==> config.mk <==
export PLATFORM = sky130hd
export DESIGN_NAME = bofs_ldst_unit
export DESIGN_NICKNAME = d
export VERILOG_FILES = /design/src/rtl/bofs_pkg.sv /design/src/rtl/bofs_addr_gen.sv /design/src/rtl/bofs_lane_pack.sv /design/src/rtl/bofs_ctrl.sv /design/src/rtl/bofs_accu.sv /design/src/rtl/bofs_ldst_unit.sv
export SDC_FILE = /design/constraint.sdc
export NUM_CORES = 1
export LEC_CHECK = 0
export ABC_CLOCK_PERIOD_IN_PS = 5230
export BUFFER_PORTS_ARGS = -buffer_cell sky130_fd_sc_hd__buf_2
export CAP_MARGIN = 0
export CORE_ASPECT_RATIO = 0.9
export CORE_MARGIN = 10
export CORE_UTILIZATION = 50
export CTS_BUF_LIST = sky130_fd_sc_hd__clkbuf_8
export DETAILED_ROUTE_END_ITERATION = 8
export PLACE_DENSITY_LB_ADDON = 0.15
export SYNTH_ARGS = -nofsm -noshare
export SYNTH_HDL_FRONTEND = slang
export SYNTH_SLANG_ARGS = --single-unit
==> constraint.sdc <==
create_clock -name clk -period 5.23 [get_ports clk]
set_input_delay 0.523 -clock clk [delete_from_list [all_inputs] [get_ports clk]]
set_output_delay 0.523 -clock clk [all_outputs]
set_load 0.05 [all_outputs]
==> src/rtl/bofs_pkg.sv <==
package bofs_pkg;

   typedef enum logic [1:0] {
      SZ_BYTE  = 2'b00,
      SZ_WORD  = 2'b01,
      SZ_DWORD = 2'b10,
      SZ_NONE  = 2'b11
   } acc_size_e;

   typedef enum logic [1:0] {
      ST_IDLE  = 2'd0,
      ST_ISSUE = 2'd1,
      ST_WAIT  = 2'd2
   } seq_state_e;

   // number of bytes an access of a given size moves; 0 marks an illegal code
   function automatic logic [2:0] size_bytes(acc_size_e s);
      case (s)
         SZ_BYTE:  return 3'd1;
         SZ_WORD:  return 3'd2;
         SZ_DWORD: return 3'd4;
         default:  return 3'd0;
      endcase
   endfunction

endpackage

==> src/rtl/bofs_addr_gen.sv <==
module bofs_addr_gen
   import bofs_pkg::*;
#(
   parameter int unsigned     ADDR_W       = 32,
   parameter int unsigned     OFS_W        = 16,
   parameter longint unsigned WINDOW_BYTES = 64'hF000
) (
   input  logic [ADDR_W-1:0] base,
   input  logic [OFS_W-1:0]  ofs,
   input  acc_size_e         size,
   output logic [ADDR_W-1:0] eff_addr,
   output logic              legal
);
   localparam int unsigned SUM_W = ADDR_W + 1;

   logic [SUM_W-1:0] ofs_ext;
   logic [SUM_W-1:0] sum;
   logic [SUM_W-1:0] end_addr;
   logic [2:0]       nbytes;

   if (OFS_W >= ADDR_W) begin : g_bad_ofs
      $error("bofs_addr_gen: OFS_W must be narrower than ADDR_W");
   end

   // one extra bit keeps a negative result and a carry out of the base apart
   assign ofs_ext  = {{(SUM_W-OFS_W){ofs[OFS_W-1]}}, ofs};
   assign sum      = {1'b0, base} + ofs_ext;
   assign eff_addr = sum[ADDR_W-1:0];
   assign nbytes   = size_bytes(size);
   assign end_addr = {1'b0, sum[ADDR_W-1:0]} + SUM_W'(nbytes);

   assign legal = !sum[SUM_W-1] && (nbytes != 3'd0)
                  && (end_addr <= SUM_W'(WINDOW_BYTES));

endmodule

==> src/rtl/bofs_lane_pack.sv <==
module bofs_lane_pack
   import bofs_pkg::*;
#(
   parameter int unsigned DATA_W          = 32,
   parameter bit          ZERO_IDLE_LANES = 1'b1
) (
   input  acc_size_e           size,
   input  logic [DATA_W-1:0]   accu,
   input  logic [DATA_W-1:0]   rdata,
   output logic [DATA_W/8-1:0] be,
   output logic [DATA_W-1:0]   wdata,
   output logic [DATA_W-1:0]   ldata
);
   localparam int unsigned LANES = DATA_W / 8;

   logic [2:0] nbytes;
   assign nbytes = size_bytes(size);

   for (genvar k = 0; k < LANES; k++) begin : g_lane
      assign be[k]            = (k < int'(nbytes));
      assign ldata[k*8 +: 8]  = be[k] ? rdata[k*8 +: 8] : 8'h00;
      if (ZERO_IDLE_LANES) begin : g_zero
         assign wdata[k*8 +: 8] = be[k] ? accu[k*8 +: 8] : 8'h00;
      end else begin : g_pass
         assign wdata[k*8 +: 8] = accu[k*8 +: 8];
      end
   end

endmodule

==> src/rtl/bofs_ctrl.sv <==
module bofs_ctrl
   import bofs_pkg::*;
#(
   parameter int unsigned ADDR_W = 32
) (
   input  logic              clk,
   input  logic              rst_n,
   input  logic              start,
   input  logic              is_store,
   input  acc_size_e         size,
   input  logic [ADDR_W-1:0] eff_addr,
   input  logic              legal,
   output logic [ADDR_W-1:0] addr_q,
   output acc_size_e         size_q,
   output logic              mem_rd,
   output logic              mem_we,
   output logic              ld_en,
   output logic              busy,
   output logic              done,
   output logic              err
);
   seq_state_e state;
   logic       store_q;
   logic       bad_q;
   logic       done_q;
   logic       err_q;

   always_ff @(posedge clk or negedge rst_n) begin
      if (!rst_n) begin
         state   <= ST_IDLE;
         addr_q  <= '0;
         size_q  <= SZ_BYTE;
         store_q <= 1'b0;
         bad_q   <= 1'b0;
         done_q  <= 1'b0;
         err_q   <= 1'b0;
      end else begin
         done_q <= 1'b0;
         err_q  <= 1'b0;
         case (state)
            ST_IDLE: begin
               if (start) begin
                  addr_q  <= eff_addr;
                  size_q  <= size;
                  store_q <= is_store;
                  bad_q   <= !legal;
                  state   <= ST_ISSUE;
               end
            end
            ST_ISSUE: begin
               if (bad_q || store_q) begin
                  done_q <= 1'b1;
                  err_q  <= bad_q;
                  state  <= ST_IDLE;
               end else begin
                  state  <= ST_WAIT;
               end
            end
            ST_WAIT: begin
               done_q <= 1'b1;
               state  <= ST_IDLE;
            end
            default: state <= ST_IDLE;
         endcase
      end
   end

   assign mem_rd = (state == ST_ISSUE) && !store_q && !bad_q;
   assign mem_we = (state == ST_ISSUE) &&  store_q && !bad_q;
   assign ld_en  = (state == ST_WAIT);
   assign busy   = (state != ST_IDLE);
   assign done   = done_q;
   assign err    = err_q;

   p_done_single_r10: assert property (@(posedge clk) disable iff (!rst_n)
      done |=> !done);
   p_strobe_excl_r10: assert property (@(posedge clk) disable iff (!rst_n)
      !(mem_rd && mem_we));
   p_strobe_after_start_r10: assert property (@(posedge clk) disable iff (!rst_n)
      (mem_rd || mem_we) |-> $past(start) && !$past(busy));
   p_err_pairs_done_r8: assert property (@(posedge clk) disable iff (!rst_n)
      err |-> done);

endmodule

==> src/rtl/bofs_accu.sv <==
module bofs_accu #(
   parameter int unsigned DATA_W = 32
) (
   input  logic              clk,
   input  logic              rst_n,
   input  logic              ld_en,
   input  logic [DATA_W-1:0] ldata,
   output logic [DATA_W-1:0] acc1,
   output logic [DATA_W-1:0] acc2
);
   always_ff @(posedge clk or negedge rst_n) begin
      if (!rst_n) begin
         acc1 <= '0;
         acc2 <= '0;
      end else if (ld_en) begin
         acc2 <= acc1;
         acc1 <= ldata;
      end
   end

   p_load_shift_r5: assert property (@(posedge clk) disable iff (!rst_n)
      ld_en |=> acc2 == $past(acc1));
   p_hold_r7: assert property (@(posedge clk) disable iff (!rst_n)
      !ld_en |=> $stable(acc1) && $stable(acc2));

endmodule

==> src/rtl/bofs_ldst_unit.sv <==
module bofs_ldst_unit
   import bofs_pkg::*;
#(
   parameter int unsigned     ADDR_W          = 32,
   parameter int unsigned     OFS_W           = 16,
   parameter int unsigned     DATA_W          = 32,
   parameter longint unsigned WINDOW_BYTES    = 64'hF000,
   parameter bit              ZERO_IDLE_LANES = 1'b1
) (
   input  logic                clk,
   input  logic                rst_n,
   input  logic                start,
   input  logic                op_store,
   input  logic [1:0]          op_size,
   input  logic [OFS_W-1:0]    offset,
   input  logic [ADDR_W-1:0]   base_addr,
   output logic                busy,
   output logic                done,
   output logic                err,
   output logic [DATA_W-1:0]   accu1,
   output logic [DATA_W-1:0]   accu2,
   output logic                mem_rd,
   output logic                mem_we,
   output logic [ADDR_W-1:0]   mem_addr,
   output logic [DATA_W/8-1:0] mem_be,
   output logic [DATA_W-1:0]   mem_wdata,
   input  logic [DATA_W-1:0]   mem_rdata
);
   localparam int unsigned LANES = DATA_W / 8;
   localparam int unsigned SUM_W = ADDR_W + 1;

   if (DATA_W != 32) begin : g_bad_data
      $error("bofs_ldst_unit: accumulator width must be 32");
   end
   if (WINDOW_BYTES == 0 || WINDOW_BYTES > (64'd1 << ADDR_W)) begin : g_bad_win
      $error("bofs_ldst_unit: WINDOW_BYTES outside the address space");
   end

   acc_size_e           size_in;
   acc_size_e           size_q;
   logic [ADDR_W-1:0]   eff_addr;
   logic                legal;
   logic                ld_en;
   logic                rd_s;
   logic                we_s;
   logic [LANES-1:0]    be_raw;
   logic [DATA_W-1:0]   ldata;

   assign size_in = acc_size_e'(op_size);

   bofs_addr_gen #(
      .ADDR_W(ADDR_W), .OFS_W(OFS_W), .WINDOW_BYTES(WINDOW_BYTES)
   ) u_addr (
      .base(base_addr), .ofs(offset), .size(size_in),
      .eff_addr(eff_addr), .legal(legal)
   );

   bofs_ctrl #(.ADDR_W(ADDR_W)) u_ctrl (
      .clk(clk), .rst_n(rst_n), .start(start), .is_store(op_store),
      .size(size_in), .eff_addr(eff_addr), .legal(legal),
      .addr_q(mem_addr), .size_q(size_q), .mem_rd(rd_s), .mem_we(we_s),
      .ld_en(ld_en), .busy(busy), .done(done), .err(err)
   );

   bofs_lane_pack #(.DATA_W(DATA_W), .ZERO_IDLE_LANES(ZERO_IDLE_LANES)) u_pack (
      .size(size_q), .accu(accu1), .rdata(mem_rdata),
      .be(be_raw), .wdata(mem_wdata), .ldata(ldata)
   );

   bofs_accu #(.DATA_W(DATA_W)) u_accu (
      .clk(clk), .rst_n(rst_n), .ld_en(ld_en), .ldata(ldata),
      .acc1(accu1), .acc2(accu2)
   );

   assign mem_rd = rd_s;
   assign mem_we = we_s;
   assign mem_be = be_raw & {LANES{rd_s | we_s}};

   p_addr_in_window_r8: assert property (@(posedge clk) disable iff (!rst_n)
      (mem_rd || mem_we) |->
         ({1'b0, mem_addr} + SUM_W'($countones(mem_be))) <= SUM_W'(WINDOW_BYTES));
   p_be_shape_r6: assert property (@(posedge clk) disable iff (!rst_n)
      (mem_rd || mem_we) |->
         (mem_be == 4'b0001 || mem_be == 4'b0011 || mem_be == 4'b1111));
   p_store_keeps_accu_r7: assert property (@(posedge clk) disable iff (!rst_n)
      mem_we |=> $stable(accu1) && $stable(accu2));
   p_err_keeps_accu_r8: assert property (@(posedge clk) disable iff (!rst_n)
      (done && err) |-> $stable(accu1) && $stable(accu2));
   p_byte_zero_fill_r2: assert property (@(posedge clk) disable iff (!rst_n)
      (ld_en && size_q == SZ_BYTE) |=> accu1[DATA_W-1:8] == '0);

endmodule

==> results of run 1 <==
==> cell families after synthesis <==
| group | after synthesis | share of synthesized area [%] |
|---|---|---|
| AND/OR/NAND/NOR | 233 | 17.1 |
| AO/OA/AOI/OAI | 199 | 18.7 |
| flip-flops | 104 | 37.6 |
| buffers and inverters | 84 | 5.65 |
| multiplexers | 56 | 9.01 |
| adder cells (fa/ha/maj) | 42 | 7.80 |
| XOR/XNOR | 31 | 4.14 |
==> worst max-delay path, stage by stage <==
cell,delay (ps)
buf_2,100
ha_1,230
fa_1,420
a21o_2,240
a221oi_4,310
xnor2_2,190
nand4_1,170
or4_1,660
nor4_4,380
nand4_2,210
a2111oi_0,440
o21ai_0,140
a211oi_1,270
a31oi_1,110
==> flip-flops by register name (all words and copies together) (netlist names) <==
register        cells
u_ctrl.store_q      1
u_accu.acc1        32
u_ctrl.addr_q      32
u_ctrl.size_q       2
u_accu.acc2        32
u_ctrl.done         1
u_ctrl.err          1
u_ctrl.bad_q        1
u_ctrl.state        2
==> cell usage in the layout (no fill, tap or decap), types with 4 or more instances in the layout <==
master | netlist | final
o21ai_0 | 69 | 69
mux2_2 | 51 | 51
nand3b_1 | 17 | 17
a31oi_1 | 6 | 6
a211oi_1 | 6 | 6
xnor2_1 | 14 | 14
nor2_1 | 67 | 67
nand4_1 | 15 | 15
buf_2 | 1 | 221
and2_1 | 4 | 4
xor2_1 | 15 | 15
or2_2 | 5 | 5
nand2_1 | 52 | 51
o21a_1 | 6 | 6
inv_1 | 43 | 46
a211o_1 | 5 | 5
buf_4 | 2 | 5
o211ai_1 | 6 | 6
nand2b_1 | 4 | 4
nand3_1 | 26 | 26
ha_1 | 40 | 39
nor3_1 | 15 | 15
clkbuf_8 | 6 | 11
a21oi_1 | 41 | 41
mux2i_1 | 5 | 5
a21o_1 | 17 | 17
dfrtp_1 | 104 | 104
==> through the flow <==
stage	power (mW)	instances	utilization (%)	cell area, um2
2_1_floorplan	4.06	749	-	6930
3_3_place_gp	4.93	1103	59.9	8060
5_1_grt	5.71	1119	61.4	8260
4_1_cts	5.46	1119	61.4	8260
3_5_place_dp	4.95	1103	59.9	8060
6_report	5.42	1119	61.4	8260
==> final timing paths <==
kind / start / endpoint / slack, ps / depth (start not counted)
max: offset[0] / u_ctrl.bad_q / 1060 / 14
min reg2reg: u_ctrl.addr_q[15] / u_ctrl.addr_q[15] / 490 / 2
max in group asynchronous: rst_n / u_ctrl.addr_q[31] / 3930 / 2
max reg2reg: u_ctrl.state[0] / u_ctrl.bad_q / 2600 / 10
min: rst_n / u_ctrl.addr_q[3] / 200 / 1
min in group clk: start / u_ctrl.state[1] / 400 / 2
==> metal layers <==
| metal | global-route usage (%) | routed length (um) |
|---|---|---|
| met1 | 25.3 | 8560 |
| met2 | 32.1 | 9060 |
| met3 | 4.00 | 1460 |
| met4 | 4.25 | 207 |
| met5 | 0 | 10 |
==> layout make-up <==
| type | instances | area [um2] | share of cell area (%) |
|---|---|---|---|
| inverter | 44 | 165 | 2.00 |
| clock buffer | 11 | 151 | 1.83 |
| clock inverter | 5 | 48.8 | 0.591 |
| sequential | 104 | 2600 | 31.5 |
| tap | 168 | 210 | 2.54 |
| timing repair buffer | 226 | 1140 | 13.8 |
| multi-input combinational | 561 | 3940 | 47.7 |
==> power breakdown <==
part / switching [mW] / internal [mW] / leakage (nW) / total (mW)
sequential: 0.220 / 1.19 / 1.25 / 1.41
combinational: 2.69 / 0.817 / 2.65 / 3.51
clock: 0.260 / 0.243 / 0.109 / 0.503
==> impl_metrics.yaml, run 1 <==
outcome:
  outcome: "finished clean"
routing:
  via_per_inst: 5.54
  first_iter_violations: 343
  vias: 6202
  drt-total-wl_um: 19300
  drt_pass1_iterations: 4
  drc: 0
  ant_nets: 0
  routedWlPerCell_um: 17.2
logic_synthesis:
  synthCells: 749
  synthTopCellsByArea: "dfrtp_1, mux2_2, ha_1"
  synth.most_common_cell: "dfrtp_1"
  yosysWarnings: 0
  synth_seq_cells: 104
  syn_nets: 877
  synthFlopType: "dfrtp_1"
  ys_types: 75
  async_flop_share_pct: 100
  synth_area_um2: 6930
  synth_largest_area_cell: "dfrtp_1"
  synth.avg_cell_area_um2: 9.25
  ys_top_cells_by_count: "dfrtp_1, o21ai_0, nor2_1, nand2_1, mux2_2"
  synth_edf_count: 0
  synth.top_cell.area_share_pct: 37.6
  synth-seq-area-share_pct: 37.6
clock_tree:
  clock_latency_ps: 360
  cts_tree: "done"
  post-cts-setup-buffer-count: 0
  htreeDepth: 3
  cts_resized: 0
  clkTransAtPathRegs_ps: 100
  root_buffer: "clkbuf_8"
  clock_sinks: 104
  cts_max_path_buffers: 2
  cts_buffers: 9
  cts_hold_buf: 0
sta:
  rsz0062_at_grt: "no"
  hold_viol_final: 0
  skew_ps: 11.1
  setup-tns-final_ps: 0
  finalSetupViolCount: 0
  setup_ws_ps: 1060
  period_needed_ps: 4170
  fin_hold_ws_ps: 199
  tightestPinTransition_ps: 789
  max_freq_mhz: 240
  finalMaxSlewViolations: 0
  finalCritPeriodShare_pct: 79.8
  relSlewSlack_pct: 47.4
setup_path:
  path_class: "in2reg"
  cp_max_fo: 6
  setup.worst_path.start_class: "input port"
  cp-end-kind: "flip-flop"
  required_ps: 5470
  critPathArrivalTime_ps: 4420
grt:
  grt_pass1_vias: 5896
  grt-ovfl-total: 0
  grtUsageTotal_pct: 19.4
  antenna_found_initial: 1
  grt_max_degree: 84
  grt_pass1_wl_um: 30600
run:
  cap_violations: 0
cells_and_area:
  fill_cells: 1230
  nNetsFinal: 1074
  num_antenna_cells: 0
  layout-drive-gt1-share_pct: 33.2
  area_growth_pct: 19.2
worst_hold_path:
  hold_class: "in2async"
floorplan:
  coreArea_um2: 13500
  die_w_um: 144
  dieArea_um2: 19000
  row_count: 40
  die_h_um: 132
  initial_core_util_pct: 51.5
  top_level_ports: 223
power_and_ir_drop:
  vdd_drop_max_v: 0.000412
  p_per_area_nw_per_um2: 656
  power_leakage_nw: 4.01
place:
  dp_slack_ps: 746
  port_buffers: 222
  hpwl_um: 15600
  gp_congestion: 0.871
Note: power is estimated with default switching activity, not from simulation.
==> inputs of run 2 (changes only) <==
Settings changed: ABC_CLOCK_PERIOD_IN_PS 5230 to 3700, CORE_UTILIZATION 50 to 48.
Clock period 5.23 ns to 3.7 ns, I/O delays scaled along.
==> impl_metrics.yaml, run 2 (synthesis results as in run 1) <==
setup_path:
  critPathArrivalTime_ps: 3890
  reg2reg_depth: 9
  slowest_stage: "or4_4"
  cp-end-kind: "flip-flop"
  cp_max_fo: 3
  r2r_start: "u_ctrl.state[0]"
  cpPeakStageDelay_ps: 560
  setup.worst_path.start_class: "input port"
  required_ps: 3940
  ff2ff_setup_slack_ps: 1650
  crit_path_cell_trace: "buf_6 > ha_4 > fa_2 > a21o_4 > a221oi_4 > buf_6 > o21ai_2 > xnor2_1 > or4_4 > nor4_4 > buf_4 > nand2_2 > xnor2_1 > or4_1 > a211oi_2 > a31oi_1"
  path_class: "in2reg"
  reg2reg_to: "u_ctrl.bad_q"
clock_tree:
  clkTransAtPathRegs_ps: 90
  root_buffer: "clkbuf_8"
  cts_tree: "done"
  cts_max_path_buffers: 2
  clock_sinks: 104
  cts_buffers: 9
  htreeDepth: 3
  clock_latency_ps: 360
  cts_hold_buf: 0
sta:
  finalCritPeriodShare_pct: 98.7
  finalMaxSlewViolations: 0
  skew_ps: 5.01
  relSlewSlack_pct: 36.9
  max_freq_mhz: 274
  fin_hold_ws_ps: 139
  period_needed_ps: 3650
  setup_ws_ps: 47.6
  finalSetupViolCount: 0
  setup-tns-final_ps: 0
  rsz0062_at_grt: "yes"
  hold_viol_final: 0
  tightestPinTransition_ps: 947
cells_and_area:
  post-route-cell-area_um2: 9220
  nNetsFinal: 1185
  layout-drive-gt1-share_pct: 41.2
  layout.cells.non_filler: 1253
  num_antenna_cells: 0
  area_growth_pct: 33.1
  post-route-util_pct: 65.3
  final_cell_mix: "buf_2, buf_4, dfrtp_1, o21ai_0, nor2_1"
  top_regs: "u_accu.acc1: 32 flops, u_accu.acc2: 32 flops, u_ctrl.addr_q: 32 flops"
  final_common_cell: "buf_2"
floorplan:
  die_w_um: 147
  row_count: 41
  die_h_um: 134
  top_level_ports: 223
  coreArea_um2: 14100
  dieArea_um2: 19600
  initial_core_util_pct: 49.1
grt:
  grt_pass1_vias: 6486
  grt-ovfl-total: 0
  grtUsageTotal_pct: 20.3
  grt_max_degree: 78
  grt_pass1_wl_um: 33400
  antenna_found_initial: 0
routing:
  vias: 6565
  drt_pass1_iterations: 4
  via_per_inst: 5.24
  routedWlPerCell_um: 16.3
  drt-total-wl_um: 20400
  drc: 0
  ant_nets: 0
  first_iter_violations: 303
run:
  cap_violations: 0
place:
  place_inst: 1233
  port_buffers: 222
  gp_congestion: 0.901
  post_dp_cell_area_um2: 8930
  dp_slack_ps: -452
  hpwl_um: 16600
power_and_ir_drop:
  p_total_mw: 7.88
  power_leakage_nw: 4.56
  vdd_drop_max_v: 0.000777
  p_per_area_nw_per_um2: 855
outcome:
  outcome: "finished clean"
worst_hold_path:
  hold_class: "in2async"
run 2: cell types whose count changed in the layout (fill, tap and decap cells not counted), moves of 2 or more:
cell   previous run  this run
buf_4             5       114
buf_2           221       219
buf_6             0         3
inv_1            46        44
run 2: repair_timing:
| action | in CTS | in global routing |
|---|---|---|
| gates resized for setup | 4 | 8 |
| buffers inserted | 5 | 4 |
| pin swaps | 11 | 15 |
| setup endpoints to repair | 1 | 1 |
run 2: power by group:
| part | leakage, nW | switching (mW) | internal, mW |
|---|---|---|---|
| Combinational | 3.21 | 3.85 | 1.35 |
| Sequential | 1.25 | 0.315 | 1.68 |
| Clock | 0.0994 | 0.365 | 0.322 |
run 2: layout make-up:
cell class / instances / area [um2]
repair buffers: 337 / 2010
well taps: 193 / 241
flip-flops and latches: 104 / 2600
clock buffers: 10 / 138
clock inverters: 4 / 47.5
inverters: 44 / 165
fillers: 1231 / 4890
multi-input cells: 561 / 4020
run 2: how the worst max path moves through the flow:
| stage | slack, ps | cells after the start | to | start |
|---|---|---|---|---|
| finish | 50 | 16 | u_ctrl.bad_q | base_addr[0] |
| global route | -70 | 16 | u_ctrl.bad_q | base_addr[0] |
| CTS | 50 | 17 | u_ctrl.bad_q | offset[0] |
| detailed placement | -450 | 14 | u_ctrl.bad_q | offset[0] |
| global placement | -390 | 14 | u_ctrl.bad_q | offset[0] |
| floorplan | -170 | 14 | u_ctrl.bad_q | offset[0] |
run 2: critical path, delay by kind of cell:
family | cells | cell delay [ps]
simple gates | 4 | 1420
fa+ha+maj | 2 | 490
xor+xnor | 2 | 260
buf+inv | 3 | 430
compound gates | 5 | 910
run 2: per-layer routing:
layer	vias up	GRT usage [%]	wire length (um)
met5	-	0	0
met4	0	4.83	250
met3	16	4.84	1400
met2	218	34.3	9770
met1	3020	25.7	9000
li1	3311	-	-
